<file path="src/rtl/col_check_pkg.sv">
package col_check_pkg;

  typedef enum logic [2:0] {
    CMD_IDLE = 3'd0,
    CMD_ACT  = 3'd1,
    CMD_RD   = 3'd2,
    CMD_WR   = 3'd3,
    CMD_RDA  = 3'd4,
    CMD_WRA  = 3'd5,
    CMD_PDX  = 3'd6,
    CMD_SRX  = 3'd7
  } colCmd_e;

  typedef enum logic [3:0] {
    RULE_NONE      = 4'd0,
    RULE_ACT_COL   = 4'd1,
    RULE_SREF_EXIT = 4'd2,
    RULE_PD_EXIT   = 4'd3,
    RULE_WR_RDA    = 4'd4,
    RULE_WRRD_BG   = 4'd5,
    RULE_WRRD_RANK = 4'd6,
    RULE_WRRD_XR   = 4'd7,
    RULE_RDWR_RANK = 4'd8,
    RULE_RDWR_XR   = 4'd9,
    RULE_SAME_BG   = 4'd10,
    RULE_SAME_RANK = 4'd11,
    RULE_SAME_XR   = 4'd12
  } colRule_e;

  typedef struct packed {
    logic recAct;
    logic recRd;
    logic recWr;
    logic recPdx;
    logic recSrx;
  } colStrobe_t;

  function automatic int clampNonNeg(input int v);
    return (v < 0) ? 0 : v;
  endfunction

  function automatic int maxInt(input int a, input int b);
    return (a > b) ? a : b;
  endfunction

endpackage

</file>
<file path="src/rtl/col_rules.sv">
module col_rules
  import col_check_pkg::*;
#(
  parameter int AGE_W      = 6,
  parameter int D_ACT_COL  = 16,
  parameter int D_XSDLL    = 40,
  parameter int D_XP       = 7,
  parameter int D_WR_RDA   = 27,
  parameter int D_WRRD_L   = 25,
  parameter int D_WRRD_S   = 19,
  parameter int D_WRRD_R   = 3,
  parameter int D_RDWR     = 10,
  parameter int D_RDWR_R   = 11,
  parameter int D_CCD_L    = 6,
  parameter int D_CCD_S    = 4,
  parameter int D_CCD_R    = 6
) (
  input  logic             clk,
  input  logic             rstN,
  input  logic [2:0]       cmdCode,
  input  logic [AGE_W-1:0] ageAct,
  input  logic [AGE_W-1:0] ageWrBank,
  input  logic [AGE_W-1:0] ageRdBg,
  input  logic [AGE_W-1:0] ageWrBg,
  input  logic [AGE_W-1:0] ageRdRank,
  input  logic [AGE_W-1:0] ageWrRank,
  input  logic [AGE_W-1:0] ageRdXr,
  input  logic [AGE_W-1:0] ageWrXr,
  input  logic [AGE_W-1:0] agePdx,
  input  logic [AGE_W-1:0] ageSrx,
  output colStrobe_t       strobe,
  output logic [3:0]       ruleId,
  output logic             colLegal
);
  localparam logic [AGE_W-1:0] L_ACT    = AGE_W'(D_ACT_COL);
  localparam logic [AGE_W-1:0] L_XSDLL  = AGE_W'(D_XSDLL);
  localparam logic [AGE_W-1:0] L_XP     = AGE_W'(D_XP);
  localparam logic [AGE_W-1:0] L_WR_RDA = AGE_W'(D_WR_RDA);
  localparam logic [AGE_W-1:0] L_WRRD_L = AGE_W'(D_WRRD_L);
  localparam logic [AGE_W-1:0] L_WRRD_S = AGE_W'(D_WRRD_S);
  localparam logic [AGE_W-1:0] L_WRRD_R = AGE_W'(D_WRRD_R);
  localparam logic [AGE_W-1:0] L_RDWR   = AGE_W'(D_RDWR);
  localparam logic [AGE_W-1:0] L_RDWR_R = AGE_W'(D_RDWR_R);
  localparam logic [AGE_W-1:0] L_CCD_L  = AGE_W'(D_CCD_L);
  localparam logic [AGE_W-1:0] L_CCD_S  = AGE_W'(D_CCD_S);
  localparam logic [AGE_W-1:0] L_CCD_R  = AGE_W'(D_CCD_R);

  colCmd_e  cmd;
  colRule_e rule;
  logic isRd, isWr, isCol;
  logic [AGE_W-1:0] sameBgAge, sameRankAge, sameXrAge;

  assign cmd   = colCmd_e'(cmdCode);
  assign isRd  = (cmd == CMD_RD) || (cmd == CMD_RDA);
  assign isWr  = (cmd == CMD_WR) || (cmd == CMD_WRA);
  assign isCol = isRd || isWr;

  assign strobe.recAct = (cmd == CMD_ACT);
  assign strobe.recRd  = isRd;
  assign strobe.recWr  = isWr;
  assign strobe.recPdx = (cmd == CMD_PDX);
  assign strobe.recSrx = (cmd == CMD_SRX);

  assign sameBgAge   = isRd ? ageRdBg   : ageWrBg;
  assign sameRankAge = isRd ? ageRdRank : ageWrRank;
  assign sameXrAge   = isRd ? ageRdXr   : ageWrXr;

  // Lowest rule number wins: the chain is ordered by rule number.
  always_comb begin
    rule = RULE_NONE;
    if (isCol) begin
      if (ageAct < L_ACT)                            rule = RULE_ACT_COL;
      else if (ageSrx < L_XSDLL)                     rule = RULE_SREF_EXIT;
      else if (agePdx < L_XP)                        rule = RULE_PD_EXIT;
      else if (cmd == CMD_RDA && ageWrBank < L_WR_RDA) rule = RULE_WR_RDA;
      else if (isRd && ageWrBg < L_WRRD_L)           rule = RULE_WRRD_BG;
      else if (isRd && ageWrRank < L_WRRD_S)         rule = RULE_WRRD_RANK;
      else if (isRd && ageWrXr < L_WRRD_R)           rule = RULE_WRRD_XR;
      else if (isWr && ageRdRank < L_RDWR)           rule = RULE_RDWR_RANK;
      else if (isWr && ageRdXr < L_RDWR_R)           rule = RULE_RDWR_XR;
      else if (sameBgAge < L_CCD_L)                  rule = RULE_SAME_BG;
      else if (sameRankAge < L_CCD_S)                rule = RULE_SAME_RANK;
      else if (sameXrAge < L_CCD_R)                  rule = RULE_SAME_XR;
    end
  end

  assign ruleId   = rule;
  assign colLegal = (rule == RULE_NONE);

  AST_PASSIVE_CMDS: assert property (@(posedge clk) disable iff (!rstN)
    !isCol |-> (ruleId == RULE_NONE));
  AST_ACT_GUARD: assert property (@(posedge clk) disable iff (!rstN)
    (isCol && ageAct < L_ACT) |-> (ruleId == RULE_ACT_COL));
  AST_RDA_WR: assert property (@(posedge clk) disable iff (!rstN)
    (cmd == CMD_RDA && ageAct >= L_ACT && ageSrx >= L_XSDLL && agePdx >= L_XP
     && ageWrBank < L_WR_RDA) |-> (ruleId == RULE_WR_RDA));
  AST_XR_SAME_CAUSE: assert property (@(posedge clk) disable iff (!rstN)
    (ruleId == RULE_SAME_XR) |-> (sameXrAge < L_CCD_R));
  AST_XR_WRRD_CAUSE: assert property (@(posedge clk) disable iff (!rstN)
    (ruleId == RULE_WRRD_XR) |-> (ageWrXr < L_WRRD_R));
endmodule

</file>
<file path="config.mk">
export PLATFORM = sky130hd
export DESIGN_NAME = col_rules
export DESIGN_NICKNAME = d
export VERILOG_FILES = /design/src/rtl/col_check_pkg.sv /design/src/rtl/col_rules.sv
export SDC_FILE = /design/constraint.sdc
export NUM_CORES = 1
export LEC_CHECK = 0
export ABC_AREA = 1
export ABC_CLOCK_PERIOD_IN_PS = 1300
export CAP_MARGIN = 25
export CORE_ASPECT_RATIO = 1.25
export CORE_MARGIN = 1.5
export CORE_UTILIZATION = 22
export DETAILED_ROUTE_END_ITERATION = 16
export PLACE_DENSITY = 0.91
export SLEW_MARGIN = 20
export SYNTH_ARGS = -nofsm -noshare
export SYNTH_HDL_FRONTEND = slang
export SYNTH_SLANG_ARGS = --single-unit
</file>
<file path="constraint.sdc">
create_clock -name vclk -period 1.3
set_clock_uncertainty 0.05 [all_clocks]
set_input_delay 0.195 -clock vclk [all_inputs]
set_output_delay 0.195 -clock vclk [all_outputs]
set_load 0.02 [all_outputs]
</file>
==> results.py, run 1 <==
metrics = {
    "run_status": {
        "status": "complete, but fails checks",
        "violations": "setup timing",
    },
    "cells_and_area": {
        "clkbuf_count": 0,
        "final_layout_size_suffix_gt1_share_pct": 43.2,
        "seq_cells": 0,
        "ff_latch_area_um2": 0,
        "layout_commonest_cell": "dlygate4sd2_1",
        "layout.nets": 266,
        "final_util_pct": 70.4,
        "area_growth_pct": 201,
        "finalInstanceArea_um2": 1560,
        "mostFrequentLayoutCells": "36 x dlygate4sd2_1, 24 x nand2_1, 18 x buf_4",
        "diodes": 0,
    },
    "sta": {
        "fin_crit_sh_pct": 151,
        "slew_headroom_pct": 77.6,
        "report.final.slew_viol_count": 0,
        "rsz0062_at_grt": "true",
        "period_needed_ns": 1.96,
        "worstMarginPinSlew_ns": 0.333,
        "hold_slack_ns": 0.704,
        "setup_ws_ns": -0.659,
        "setup_viol": 5,
        "timing.fmax_mhz": 511,
        "hold_viol_final": 0,
    },
    "worst_setup_path": {
        "slowest_stage": "dlygate4sd2_1",
        "endpoint_kind": "output port",
        "crit_top_cell": "nand2_1",
        "critPathRequiredTime_ns": 1.05,
        "cp_top_family": "simple AND/OR/NAND/NOR gates",
        "critPathBufInv": 2,
        "max_stage_delay_ns": 0.26,
        "critPathArrivalTime_ns": 1.71,
        "cp_cell_sequence": "dlygate4sd2_1, nor2_2, nand3_2, nor2_2, nor2_2, nand2_1, nand2_1, nand2_1, nand2_1, nand2_1, nand2_1, nand2_1, nand2_2, nand2_4, nand2_2, a21oi_4, buf_6",
        "cp_max_fo": 2,
        "crit_path_start_kind": "input port",
        "critPathKind": "input port to output port",
    },
    "die": {
        "core-area_um2": 2210,
        "dieArea_um2": 2650,
        "num_rows": 19,
        "pin_count": 75,
        "die_y_um": 57.2,
        "start_util_pct": 23.4,
        "die_w_um": 46.4,
    },
    "grt": {
        "antenna_found_initial": 0,
        "grt_start_max_net_pins": 8,
        "grt_pass1_wl_um": 3530,
        "overflow": 0,
        "grt_pass1_vias": 963,
        "grt_usage_pct": 16.6,
    },
    "placed_design": {
        "globalplace.congestion": 0.720,
        "placed_area_um2": 1410,
        "dp_hpwl_um": 1720,
        "portBuffers": 64,
    },
    "drt": {
        "ant_nets": 0,
        "drtIter0Drc": 7,
        "viasPerCell": 4.46,
        "first_pass_iters": 3,
        "post_drt_wl_per_cell_um": 9.92,
        "drc_errors": 0,
        "totalWireLength_um": 2280,
        "vias": 1026,
    },
    "min_path": {
        "holdPathStages": 4,
        "min_path_type": "input port to output port",
        "min-delay-start": "cmdCode[0]",
        "worst_hold_path.endpoint": "strobe[1]",
    },
    "pwr": {
        "power-per-cell-area_nw_per_um2": 314,
        "finalPower_w": 0.000489,
        "vdd_ir_drop_max_mv": 0.169,
        "p_leak_nw": 0.799,
    },
    "yosys": {
        "synth_cells": 113,
        "ys_types": 22,
        "ys_seq_area_share_pct": 0,
        "synth_area_um2": 517,
        "syn_avg_cell_area_um2": 4.57,
        "ys_warn_count": 0,
        "synth_nets": 178,
    },
    "flow_run": {
        "max_cap_violations": 0,
    },
    "cts": {
        "postCtsHoldBufs": 0,
    },
}
[worst max path at each step]
| stage | from | end | slack, ns | depth (start not counted) |
|---|---|---|---|---|
| after floorplan | cmdCode[1] | colLegal | -0.24 | 15 |
| after global placement | cmdCode[2] | colLegal | -1.55 | 18 |
| after detailed placement | cmdCode[2] | colLegal | -1.58 | 18 |
| after CTS | cmdCode[1] | colLegal | -0.60 | 20 |
| after global routing | ageRdBg[5] | colLegal | -0.78 | 17 |
| final | ageWrBg[3] | colLegal | -0.66 | 17 |
[report_power, final]
part / switching, W / leakage, nW / internal [W]
clock: 0 / 0 / 0
sequential: 0 / 0 / 0
combinational: 0.000221 / 0.799 / 0.000268
total: 0.000221 / 0.799 / 0.000268
[cell families after synthesis]
| logic type | Yosys count | share of synthesized area (%) |
|---|---|---|
| simple gates | 73 | 62.2 |
| buf+inv | 23 | 18.2 |
| compound gates | 17 | 19.6 |
[metrics by stage]
| step | instances | worst slack [ns] | TNS [ns] |
|---|---|---|---|
| after floorplan | 113 | -0.238 | -0.563 |
| after global placement | 225 | -1.55 | -11.04 |
| after detailed placement | 225 | -1.58 | -11.24 |
| after CTS | 231 | -0.599 | -2.59 |
| after global routing | 230 | -0.777 | -3.40 |
| final | 230 | -0.659 | -2.87 |
[tightest hold or removal path, stage by stage]
cell      delay, ns
buf_8          0.09
buf_4          0.09
nor3_1         0.04
clkbuf_2       0.15
[per-layer routing]
| metal | share of wire, % | wire length, um | track usage, % | vias up |
|---|---|---|---|---|
| li1 | - | - | - | 528 |
| met1 | 38 | 871 | 19.6 | 453 |
| met2 | 54 | 1240 | 32.3 | 41 |
| met3 | 6.0 | 136 | 0.633 | 4 |
| met4 | 1.3 | 30 | 1.63 | 0 |
| met5 | 0 | 0 | 0 | - |
[layout make-up]
cell class | instances | area, um2
tap | 31 | 38.8
timing repair buffer | 88 | 802
multi-input combinational | 90 | 612
inverter | 21 | 104
fill | 188 | 654
[Yosys cell counts, drive strengths merged]
master	number	area share [%]
nand2	38	29
a31oi	1	1.2
a211oi	2	2.9
nor2	20	16
nor3b	1	1.5
or2	2	2.4
nand4	2	3.6
a21oi	7	6.8
buf	2	2.9
o211ai	2	3.9
o21ai	5	4.8
nand3b	1	1.5
inv	21	15
nor3	4	3.9
nand3	5	4.8
[timing repair]
action	4_1_cts	5_1_grt
endpoints found under the setup margin	10	9
pin swaps	56	25
setup buffers	6	1
gates resized for setup	132	28
(Power assumes the default switching activity.)
==> inputs of run 2 (changes only) <==
- ABC_CLOCK_PERIOD_IN_PS: 1300 -> 2050
- CORE_UTILIZATION: 22 -> 25
- PLACE_DENSITY: 0.91 -> 0.95
- clock period: 1.3 -> 2.05 ns (I/O delays scaled with it)
==> run 2 against run 1 <==
Compared with the run above: the run still ends with setup timing left; clock-buffer cell count unchanged; sequential cell count is the same; via count increased by 8.7%; combinational power shrank 36%; final area down 1.7%; total power is 36% lower; largest cell class unchanged.
==> results.py, run 2 (synthesis results as in run 1) <==
metrics = {
    "sta": {
        "setup_viol": 4,
        "worstMarginPinSlew_ns": 0.349,
        "period_needed_ns": 2.18,
        "rsz0062_at_grt": "true",
        "hold_viol_final": 0,
        "fin_crit_sh_pct": 106,
        "setup_ws_ns": -0.127,
        "report.final.slew_viol_count": 0,
        "slew_headroom_pct": 76.5,
        "tns_ns": -0.357,
        "timing.fmax_mhz": 459,
    },
    "run_status": {
        "status": "complete, but fails checks",
        "violations": "setup timing",
    },
    "drt": {
        "viasPerCell": 5.09,
        "totalWireLength_um": 3100,
        "ant_nets": 0,
        "vias": 1115,
        "first_pass_iters": 4,
        "drc_errors": 0,
        "drtIter0Drc": 18,
        "post_drt_wl_per_cell_um": 14.2,
    },
    "grt": {
        "grt_pass1_wl_um": 3770,
        "grt_pass1_vias": 1007,
        "antenna_found_initial": 0,
        "grt_usage_pct": 20.5,
        "grt_start_max_net_pins": 9,
        "overflow": 0,
    },
    "cts": {
        "postCtsHoldBufs": 0,
    },
    "worst_setup_path": {
        "cp_max_fo": 4,
        "critPathBufInv": 4,
        "critPathRequiredTime_ns": 1.69,
        "crit_top_cell": "nand2_1",
        "critPathKind": "input port to output port",
        "cp_cell_sequence": "buf_8, inv_8, nand2_4, nand2_4, inv_4, nor2_4, nand4_4, nand2_1, nand2_1, nand2_1, nand2_1, nand2_1, nand2_1, nand2_2, nand2_2, a21oi_2, buf_4",
        "critPathArrivalTime_ns": 1.82,
        "endpoint_kind": "output port",
        "max_stage_delay_ns": 0.17,
        "crit_path_start_kind": "input port",
        "cp_top_family": "simple AND/OR/NAND/NOR gates",
        "slowest_stage": "nor2_4",
    },
    "cells_and_area": {
        "fillers": 140,
        "diodes": 0,
        "layout.nets": 266,
        "clkbuf_count": 0,
        "layout_commonest_cell": "nand2_1",
        "mostFrequentLayoutCells": "26 x nand2_1, 23 x buf_4, 20 x dlygate4sd2_1",
        "area_growth_pct": 196,
        "final_layout_size_suffix_gt1_share_pct": 44.2,
        "final_util_pct": 78.1,
        "ff_latch_area_um2": 0,
        "seq_cells": 0,
    },
    "die": {
        "die_w_um": 43.7,
        "num_rows": 18,
        "die_y_um": 53.8,
        "dieArea_um2": 2350,
        "pin_count": 75,
        "core-area_um2": 1960,
        "start_util_pct": 26.4,
    },
    "placed_design": {
        "portBuffers": 64,
        "dp_hpwl_um": 1930,
        "place_ws_ns": -0.906,
        "globalplace.congestion": 0.883,
    },
    "pwr": {
        "p_leak_nw": 0.777,
        "finalPower_w": 0.000315,
        "power-per-cell-area_nw_per_um2": 206,
        "vdd_ir_drop_max_mv": 0.129,
    },
    "min_path": {
        "min_path_type": "input port to output port",
    },
    "flow_run": {
        "max_cap_violations": 0,
    },
}
## run 2: cell count changes in the layout (fill, tap and decap cells not counted), moves of 2 or more
cell / previous run / this run
dlygate4sd2_1: 36 / 20
buf_6: 12 / 5
clkdlybuf4s15_1: 5 / 12
buf_4: 18 / 23
clkdlybuf4s50_1: 11 / 16
a21oi_4: 3 / 0
clkbuf_2: 2 / 5
a21oi_1: 1 / 3
dlymetal6s2s_1: 0 / 2
nand2_1: 24 / 26
o21ai_1: 3 / 1
o21ai_2: 1 / 3
## run 2: worst paths after layout
kind	startpoint	to	slack [ns]	cells past startpoint
worst min-delay path	cmdCode[2]	colLegal	1.21	7
worst max-delay path	cmdCode[2]	colLegal	-0.13	17
## run 2: metal layers
layer  vias to the layer above  global-route usage, %  routed length, um
li1                        527                      -                  -
met1                       506                   18.6               1030
met2                        65                   45.8               1730
met3                        17                   1.01                199
met4                         0                   6.57                145
met5                         -                      0                  0
## run 2: power breakdown
part	switching [W]	internal, W	leakage [nW]
sequential	0	0	0
combinational	0.000147	0.000167	0.777
clock	0	0	0
total	0.000147	0.000167	0.777
## run 2: area by class of cell
type | count | area, um2 | share of cell area [%]
inverters | 21 | 93.8 | 6.13
multi-input cells | 90 | 617 | 40.3
well taps | 20 | 25.0 | 1.64
repair buffers | 88 | 795 | 51.9
## run 2: per-stage QoR
stage / hold slack (ns) / instance area, um2 / std cells
finish: 1.21 / 1530 / 219
floorplan: 0.648 / 517 / 113
detailed placement: 1.69 / 1250 / 206
CTS: 1.16 / 1350 / 212
global placement: 1.67 / 1250 / 206
global route: 1.22 / 1530 / 219
## run 2: timing repair
action | 4_1_cts | 5_1_grt
gates resized for setup | 119 | 59
setup buffers | 6 | 7
pin swaps | 51 | 43
setup endpoints to repair | 10 | 6
## run 2: tightest hold or removal path: cells and delay by family
family | cells | cell delay (ns)
buf+inv | 4 | 0.46
simple gates | 2 | 0.14
compound gates | 1 | 0.04
==> inputs of run 3 (changes only) <==
- TNS_END_PERCENT: default -> 50
==> run 3 against run 2 <==
Compared with the run above: the run still ends with setup timing left; non-clock buffer count is the same; die area is the same; hold slack is essentially flat; fmax grew 0.21%; sequential share of layout area is the same; critical path depth is the same; core utilization is the same; global-route usage is the same; wire length grew 0.71%; total power grew 0.16%; final area is the same; combinational power is essentially flat; critical path type unchanged; critical endpoint unchanged; largest cell class unchanged.
==> results.py, run 3 (synthesis results as in run 1) <==
metrics = {
    "run_status": {
        "status": "complete, but fails checks",
        "violations": "setup timing",
    },
    "min_path": {
        "min_path_type": "input port to output port",
        "holdPathStages": 7,
    },
    "pwr": {
        "vdd_ir_drop_max_mv": 0.129,
        "p_sw_share_pct": 46.9,
        "power-per-cell-area_nw_per_um2": 206,
        "power_frac_seq_pct": 0,
        "p_int_w": 0.000168,
        "comb_power_share_pct": 100.0,
        "p_leak_nw": 0.777,
        "power_frac_clock_pct": 0,
        "finalPower_w": 0.000315,
        "p_sw_w": 0.000148,
    },
    "flow_run": {
        "max_cap_violations": 0,
    },
    "worst_setup_path": {
        "critPathRequiredTime_ns": 1.69,
        "endpoint_kind": "output port",
        "critPathBufInv": 4,
        "critPathKind": "input port to output port",
        "cp_top_family": "simple AND/OR/NAND/NOR gates",
        "crit_path_start_kind": "input port",
        "cp_max_fo": 4,
        "max_stage_delay_ns": 0.17,
        "cp_cell_sequence": "buf_8, inv_8, nand2_4, nand2_4, inv_4, nor2_4, nand4_4, nand2_1, nand2_1, nand2_1, nand2_1, nand2_1, nand2_1, nand2_2, nand2_2, a21oi_2, buf_4",
        "slowest_stage": "nor2_4",
        "cp.depth": 17,
        "critPathArrivalTime_ns": 1.82,
        "crit_top_cell": "nand2_1",
    },
    "die": {
        "die_y_um": 53.8,
        "core-area_um2": 1960,
        "die_w_um": 43.7,
        "dieArea_um2": 2350,
        "pin_count": 75,
        "start_util_pct": 26.4,
        "num_rows": 18,
    },
    "grt": {
        "grt_start_max_net_pins": 9,
        "grt_use_met1_pct": 18.6,
        "grt_pass1_vias": 1007,
        "grt_pass1_wl_um": 3770,
        "grt.busiest_layer": "met2",
        "antenna_found_initial": 0,
        "met2_usage_pct": 45.8,
        "grt_use_met3_pct": 1.01,
        "overflow": 0,
        "grt_usage_pct": 20.5,
    },
    "cells_and_area": {
        "layout.nets": 266,
        "seq_cells": 0,
        "final_layout_size_suffix_gt1_share_pct": 44.2,
        "mostFrequentLayoutCells": "26 x nand2_1, 23 x buf_4, 20 x dlygate4sd2_1",
        "finalInstanceArea_um2": 1530,
        "layout_commonest_cell": "nand2_1",
        "ff_latch_area_um2": 0,
        "diodes": 0,
        "clkbuf_count": 0,
        "area_growth_pct": 196,
    },
    "drt": {
        "drtIter0Drc": 21,
        "vias": 1108,
        "post_drt_wl_per_cell_um": 14.3,
        "totalWireLength_um": 3130,
        "viasPerCell": 5.06,
        "ant_nets": 0,
        "first_pass_iters": 4,
        "drc_errors": 0,
    },
    "cts": {
        "postCtsHoldBufs": 0,
    },
    "sta": {
        "setup_ws_ns": -0.123,
        "setup_viol": 4,
        "rsz0062_at_grt": "true",
        "worstMarginPinSlew_ns": 0.345,
        "timing.fmax_mhz": 460,
        "fin_crit_sh_pct": 106,
        "slew_headroom_pct": 76.7,
        "hold_viol_final": 0,
        "report.final.slew_viol_count": 0,
        "tns_ns": -0.367,
        "period_needed_ns": 2.17,
    },
    "placed_design": {
        "dp_hpwl_um": 1930,
        "placed_area_um2": 1250,
        "portBuffers": 64,
        "globalplace.congestion": 0.883,
        "place_ws_ns": -0.906,
    },
}
==> run 3: cell counts in the layout (fill, tap and decap cells not counted) <==
No cell type changed its count.
==> run 3: worst paths after layout <==
| check | slack (ns) | endpoint | start |
|---|---|---|---|
| min | 1.21 | colLegal | cmdCode[2] |
| max | -0.12 | colLegal | cmdCode[2] |
==> run 3: power groups by stage <==
stage / clock network [W] / logic (W) / registers [W]
after CTS: 0 / 0.000256 / 0
after detailed placement: 0 / 0.000250 / 0
after global routing: 0 / 0.000333 / 0
final: 0 / 0.000315 / 0
after floorplan: 0 / 0.0000902 / 0
after global placement: 0 / 0.000241 / 0
==> run 3: worst min-delay path, delay by kind of cell <==
kind	cells	cell delay, ns
AND/OR/NAND/NOR	2	0.14
AO/OA/AOI/OAI	1	0.04
buffers and inverters	4	0.46
==> run 3: repair_timing <==
item                                    CTS  global route
endpoints found under the setup margin   10             6
pin swaps                                51            42
buffers inserted                          6             7
resized for setup                       119            59
==> run 3: cell type report <==
class	count	area [um2]
inverters	21	93.8
repair buffers	88	795
fillers	140	429
multi-input cells	90	617
well taps	20	25.0
==> run 3: metal layers <==
| layer | part of all wire [%] | vias to the layer above |
|---|---|---|
| met5 | 0 | - |
| met4 | 4.5 | 0 |
| met3 | 5.4 | 15 |
| met2 | 56 | 60 |
| met1 | 34 | 506 |
| li1 | - | 527 |
==> run 3: stage by stage <==
stage | cells | utilization, % | hold WS [ns]
finish | 219 | 78.1 | 1.21
global route | 219 | 78.1 | 1.22
detailed placement | 206 | 63.8 | 1.69
floorplan | 113 | - | 0.648
global placement | 206 | 63.8 | 1.67
CTS | 212 | 68.7 | 1.16
